--- src/rtl/irq_pkg.sv ---
package irq_pkg;
  localparam int unsigned GRP_W     = 4;
  localparam int unsigned GRP_IDX_W = $clog2(GRP_W);

  typedef struct packed {
    logic                 vld;
    logic [GRP_IDX_W-1:0] idx;
  } grp_hit_t;
endpackage

--- src/rtl/irq_grp_enc.sv ---
module irq_grp_enc
  import irq_pkg::*;
(
  input  logic [GRP_W-1:0] req_i,
  output grp_hit_t         hit_o
);
  always_comb begin
    hit_o = '0;
    for (int i = 0; i < GRP_W; i++) begin
      if (req_i[i]) begin
        hit_o.vld = 1'b1;
        hit_o.idx = GRP_IDX_W'(i);
      end
    end
  end
endmodule

--- src/rtl/irq_grp_sel.sv ---
module irq_grp_sel
  import irq_pkg::*;
#(
  parameter int unsigned N_GRP = 2,
  localparam int unsigned ID_W = $clog2(N_GRP * GRP_W)
) (
  input  grp_hit_t        hits_i [N_GRP],
  output logic            any_o,
  output logic [ID_W-1:0] id_o
);
  localparam int unsigned GSEL_W = ID_W - GRP_IDX_W;

  // later (higher) groups override earlier ones
  always_comb begin
    any_o = 1'b0;
    id_o  = '0;
    for (int g = 0; g < N_GRP; g++) begin
      if (hits_i[g].vld) begin
        any_o = 1'b1;
        id_o  = {GSEL_W'(g), hits_i[g].idx};
      end
    end
  end
endmodule

--- src/rtl/irq_lim_cmp.sv ---
module irq_lim_cmp #(
  parameter int unsigned ID_W = 3
) (
  input  logic            any_i,
  input  logic [ID_W-1:0] id_i,
  input  logic [ID_W-1:0] limit_i,
  output logic            ge_o
);
  assign ge_o = any_i & (id_i >= limit_i);
endmodule

--- src/rtl/irq_prio_thresh.sv ---
module irq_prio_thresh
  import irq_pkg::*;
#(
  parameter int unsigned N_REQ   = 8,
  parameter bit          REG_OUT = 1'b1,
  localparam int unsigned ID_W   = $clog2(N_REQ),
  localparam int unsigned N_GRP  = N_REQ / GRP_W
) (
  input  logic             clk_i,
  input  logic             rst_ni,
  input  logic [N_REQ-1:0] req_i,
  input  logic [ID_W-1:0]  limit_i,
  output logic [ID_W-1:0]  id_o,
  output logic             pend_o
);
  grp_hit_t        hits [N_GRP];
  logic            any_req;
  logic [ID_W-1:0] id_d;
  logic            pend_d;

  for (genvar g = 0; g < N_GRP; g++) begin : g_enc
    irq_grp_enc i_enc (
      .req_i (req_i[g*GRP_W +: GRP_W]),
      .hit_o (hits[g])
    );
  end

  irq_grp_sel #(.N_GRP(N_GRP)) i_sel (
    .hits_i (hits),
    .any_o  (any_req),
    .id_o   (id_d)
  );

  irq_lim_cmp #(.ID_W(ID_W)) i_cmp (
    .any_i   (any_req),
    .id_i    (id_d),
    .limit_i (limit_i),
    .ge_o    (pend_d)
  );

  if (REG_OUT) begin : g_reg
    always_ff @(posedge clk_i or negedge rst_ni) begin
      if (!rst_ni) begin
        id_o   <= '0;
        pend_o <= 1'b0;
      end else begin
        id_o   <= id_d;
        pend_o <= pend_d;
      end
    end
  end else begin : g_comb
    assign id_o   = id_d;
    assign pend_o = pend_d;
  end
endmodule

--- config.mk ---
export PLATFORM = sky130hd
export DESIGN_NAME = irq_prio_thresh
export DESIGN_NICKNAME = d
export VERILOG_FILES = /design/src/rtl/irq_pkg.sv /design/src/rtl/irq_grp_enc.sv /design/src/rtl/irq_grp_sel.sv /design/src/rtl/irq_lim_cmp.sv /design/src/rtl/irq_prio_thresh.sv
export SDC_FILE = /design/constraint.sdc
export NUM_CORES = 1
export LEC_CHECK = 0
export CORE_AREA = 4 4 41 43
export DETAILED_ROUTE_END_ITERATION = 8
export DIE_AREA = 0 0 45 47
export DONT_BUFFER_PORTS = 1
export PLACE_DENSITY = 0.39
export SETUP_SLACK_MARGIN = 0.5
export SYNTH_ARGS = -nofsm -noshare
export SYNTH_HDL_FRONTEND = slang
export SYNTH_SLANG_ARGS = --single-unit
--- constraint.sdc ---
create_clock -name clk_i -period 0.8 [get_ports clk_i]
set_input_delay 0.08 -clock clk_i [delete_from_list [all_inputs] [get_ports clk_i]]
set_output_delay 0.08 -clock clk_i [all_outputs]
set_load 0.005 [all_outputs]
Word level (Yosys, flattened, before mapping)
Index checks and enable logic that the tools add are counted.
- add/sub/neg operators: 0
- equal/unequal tests: 0
- reduce and logical (&&, ||, !) cells: 0
- multiplexer cells: 12
- $mul: 0
- shift operators: 0
- order comparisons: 1
- divide/modulo/power cells: 0
- bitwise gates (word level): 1
- operators by type and width (cell ; number):
    $mux W3 ; 9
    $ge A3 B3 Y1 ; 1
    $mux W1 ; 2
    $mux W2 ; 1
    $and A1 B1 Y1 ; 1
- output and inout bits: 4
- input bits: 13
- flip-flop bits (word level): 4
- memory bits (read-only): 0
- memories kept: 0
- word-level logic and storage cells: 16
- latch bits: 0
- memory bits (writable): 0

Logic depth before layout (Yosys ltp)
- word-level depth: 8
- gate-level depth with buffers: 7
- gate-level depth less buffers: 7

Cells and area by module
Synthesis repeated with hierarchy kept, for this count alone.
- cells, all modules: 31
- area total of the unflattened synthesis: 257.7 um^2
- by module, submodules not included (module ; cells an instance ; sequential area each (um^2) ; area each (um^2) ; instances):
    irq_prio_thresh ; 4 ; 100.1 ; 100.1 ; 1
    irq_lim_cmp ; 11 ; 0.0 ; 71.3 ; 1
    irq_grp_enc ; 4 ; 0.0 ; 23.8 ; 2
    irq_grp_sel ; 8 ; 0.0 ; 38.8 ; 1

Worst setup path before layout
OpenSTA, ideal clock, no wires.
- path kind: input to register
- start point: input req_i[2]
- end point: register pend_o
- arrival time: 0.980 ns
- setup time: 0.119 ns
- buffers on the path: 0
- slack: -0.299 ns
- data required time: 0.681 ns
- stages on the path: 7
- cell sequence: inv_1 a21oi_1 o31a_2 ha_1 nor2b_1 o21ai_0 o21a_1
- word-level cells in the longest chain between the ends: 6
- elaborated cells on any way between the ends: 8
- classes of those cells: order compare (1); mux (6); bitwise (1)
- ends and longest elaborated chain (item ; line ; source):
    from (decl) ; irq_prio_thresh.sv:11 ; input logic [N_REQ-1:0] req_i,
    $mux W3 (*) (2 in series) ; irq_grp_enc.sv:10 ; if (req_i[i]) begin
    $mux W2 ; irq_grp_sel.sv:18 ; if (hits_i[g].vld) begin
    $mux W3 ; irq_grp_sel.sv:18 ;
    $ge A3 B3 Y1 ; irq_lim_cmp.sv:9 ; assign ge_o = any_i & (id_i >= limit_i);
    $and A1 B1 Y1 (*) ; irq_lim_cmp.sv:9 ;
    via i_cmp.ge_o ; irq_lim_cmp.sv:7 ; output logic ge_o
    to (signal assigned) ; irq_prio_thresh.sv:48 ; pend_o <= pend_d;
    to (decl) ; irq_prio_thresh.sv:14 ; output logic pend_o
Mark *: on every way through the listed nets, which the timed path passes. The rest lies on a longest branch.

Final worst setup path
Ends and elaborated chain as after synthesis.

==> flow_metrics.env <==
export IMPL_grt_busiest_layer="met2"
export IMPL_tritoncts="built"
export IMPL_synth_xor_area_share_pct=0
export IMPL_grt_total_usage_pct=7.11
export IMPL_status="complete, but fails checks"
export IMPL_synth_mux_area_fraction_pct=0
export IMPL_power_frac_seq_pct=39.7
export IMPL_timing_final_ws_setup_ns=-0.0479
export IMPL_synth_area_per_cell_um2=8.80
export IMPL_antenna_found_initial=0
export IMPL_met1_usage_pct=6.36
export IMPL_routed_via_density=4.27
export IMPL_p_int_w=0.000438
export IMPL_synthCells=27
export IMPL_dr_pass1_iters=2
export IMPL_layout_cells_non_filler=49
export IMPL_ir_drop_mv=0.252
export IMPL_ios=17
export IMPL_cts_made_buffers=3
export IMPL_fin_crit_ns=0.848
export IMPL_via_count=209
export IMPL_wl_per_cell_um=11.8
export IMPL_maxCapViolations=0
export IMPL_synth_compound_area_share_pct=22.1
export IMPL_hold_path_class="in -> async"
export IMPL_grt_pass1_wl_um=1010
export IMPL_use_met2_pct=11.9
export IMPL_tightest_slew_ns=0.226
export IMPL_cp_max_fo=2
export IMPL_finalInstanceArea_um2=379
export IMPL_synth_seq_area_share_pct=42.1
export IMPL_p_sw_w=0.000123
export IMPL_diodes=0
export IMPL_grt_max_degree=5
export IMPL_ys_ff_latch=4
export IMPL_dpl_cell_area_um2=332
export IMPL_coreArea_mm2=0.00130
export IMPL_drive_above_1_share_pct=47.1
export IMPL_cp_end_kind="flop"
export IMPL_clock_power_share_pct=43.5
export IMPL_fp_row_count=13
export IMPL_gp_congestion=0.717
export IMPL_ant_nets=0
export IMPL_holdWs_ns=-0.253
export IMPL_p_leak_nw=0.157
export IMPL_start_kind="input port"
export IMPL_drv_slew=0
export IMPL_start_util_pct=18.3
export IMPL_syn_to_final_growth_pct=59.5
export IMPL_holdBufCountCts=1
export IMPL_setup_viol=1
export IMPL_io_buffers=0
export IMPL_drt_wl_total_um=580
export IMPL_path_clk_slew_ns=0.04
export IMPL_p_comb_share_pct=16.8
export IMPL_die_y_um=47
export IMPL_violations="hold timing, setup timing"
export IMPL_power_density_mw_per_mm2=1480
export IMPL_timing_setup_critical_path_class="in -> reg"
export IMPL_clkSinkCount=4
export IMPL_grt_overflow_total=0
export IMPL_drt_iter0_drc=1
export IMPL_netlist_area_um2=238
export IMPL_swShare_pct=22.0
export IMPL_synth_nets=43
export IMPL_max_freq_ghz=1.18
export IMPL_hold_violations=5
export IMPL_die_area_mm2=0.00212
export IMPL_yosysUniqueCellTypes=11
export IMPL_fp_dieW_um=45
export IMPL_fin_crit_sh_pct=106
export IMPL_slew_limit_headroom_pct=84.8
export IMPL_route_detailed_drc=0
export IMPL_grt_pass1_vias=261
export IMPL_synth_top_family_by_area="compound AO/OA/AOI/OAI gates"
export IMPL_cts_max_level=1
export IMPL_clock_path_buffers=2
export IMPL_fin_nets=52
export IMPL_root_buffer="clkbuf_4"
export IMPL_worst_ep_arrival_time_ns=1.01
export IMPL_crit_required_ns=0.96
export IMPL_synth_adder_area_share_pct=15.8
export IMPL_place_inst=45
export IMPL_postCtsSetupBuffers=0
export IMPL_rsz0062_at_grt="yes"
export IMPL_ys_warn_count=0
export IMPL_met3_usage_pct=1.92
export IMPL_synth_simple_area_share_pct=13.7
-- registers in the layout (all words and copies together), names as in the netlist --
name    count
id_o        3
pend_o      1
-- layout by cell type, fill, tap and decap left out --
cell type | synthesis | final
dlymetal6s4s_1 | 0 | 1
dfrtp_1 | 4 | 4
inv_8 | 0 | 1
o31ai_1 | 2 | 1
ha_4 | 0 | 1
buf_6 | 0 | 1
o31ai_4 | 0 | 1
a21oi_2 | 0 | 2
nand2_2 | 0 | 1
nor2_1 | 4 | 1
clkbuf_4 | 0 | 3
buf_4 | 0 | 2
o21ai_1 | 0 | 1
nor2_2 | 0 | 1
nor2b_1 | 1 | 1
ha_1 | 3 | 2
nor2_4 | 0 | 2
inv_1 | 4 | 3
nand2_1 | 3 | 2
o31a_2 | 1 | 1
o21a_1 | 1 | 1
a21oi_1 | 3 | 1
-- power by group through the flow --
stage               Combinational (W)  Sequential, W  Clock [W]
floorplan                   0.0000609       0.000224          0
global placement            0.0000807       0.000225          0
detailed placement          0.0000830       0.000226          0
CTS                         0.0000944       0.000224   0.000258
global route                 0.000111       0.000225   0.000264
finish                      0.0000942       0.000223   0.000244
-- stage by stage --
| step | util [%] | power [W] | hold WS (ns) | TNS, ns | setup slack [ns] |
|---|---|---|---|---|---|
| floorplan | - | 0.000285 | -0.216 | -0.214 | -0.214 |
| finish | 29.1 | 0.000561 | -0.253 | -0.0479 | -0.0479 |
| detailed placement | 25.5 | 0.000309 | -0.215 | -0.287 | -0.287 |
| CTS | 28.7 | 0.000576 | -0.0586 | -0.0454 | -0.0454 |
| global placement | 25.5 | 0.000306 | -0.216 | -0.269 | -0.269 |
| global route | 29.1 | 0.000600 | -0.239 | -0.0736 | -0.0736 |
-- synthesized netlist by cell type --
cell type	number	area (um2)
dfrtp_1	4	100
inv_1	4	15.0
nor2_1	4	15.0
a21oi_1	3	15.0
ha_1	3	37.5
nand2_1	3	11.3
o31ai_1	2	15.0
nor2b_1	1	6.26
o21a_1	1	7.51
o21ai_0	1	5.00
o31a_2	1	10.0
-- timing repair --
item / in CTS / in global routing
pin swaps: 0 / 1
gates resized for setup: 1 / 2
hold endpoints to repair: 5 / 5
setup endpoints to repair: 7 / 12
-- critical path, cell delays in order --
cell and delay, ns:
inv_8 0.02, a21oi_2 0.05, o31a_2 0.30, ha_4 0.26, nor2b_1 0.03, o21ai_1 0.11
o21a_1 0.15
-- cell type report --
type                       count  area (um2)
timing repair buffer           4        38.8
multi-input combinational     19         176
fill                         141         922
tap                           15        18.8
inverter                       4        22.5
clock buffer                   3        22.5
sequential                     4         100
-- logic make-up after synthesis --
logic type | count (synthesis)
AO/OA/AOI/OAI | 8
adder cells (fa/ha/maj) | 3
buffers and inverters | 4
flip-flops | 4
AND/OR/NAND/NOR | 8
-- worst max-delay path by stage --
stage              to      from  slack (ns)
3_3_place_gp   pend_o  req_i[2]       -0.27
6_report       pend_o  req_i[2]       -0.05
2_1_floorplan  pend_o  req_i[2]       -0.21
5_1_grt        pend_o  req_i[2]       -0.07
4_1_cts        pend_o  req_i[2]       -0.05
3_5_place_dp   pend_o  req_i[2]       -0.29
-- routing by layer --
| metal | wire [um] | vias to the layer above |
|---|---|---|
| met2 | 295 | 11 |
| li1 | - | 106 |
| met3 | 62 | 0 |
| met1 | 222 | 92 |
| met4 | 0 | 0 |
| met5 | 0 | - |
Note: power is estimated with default switching activity, not from simulation.
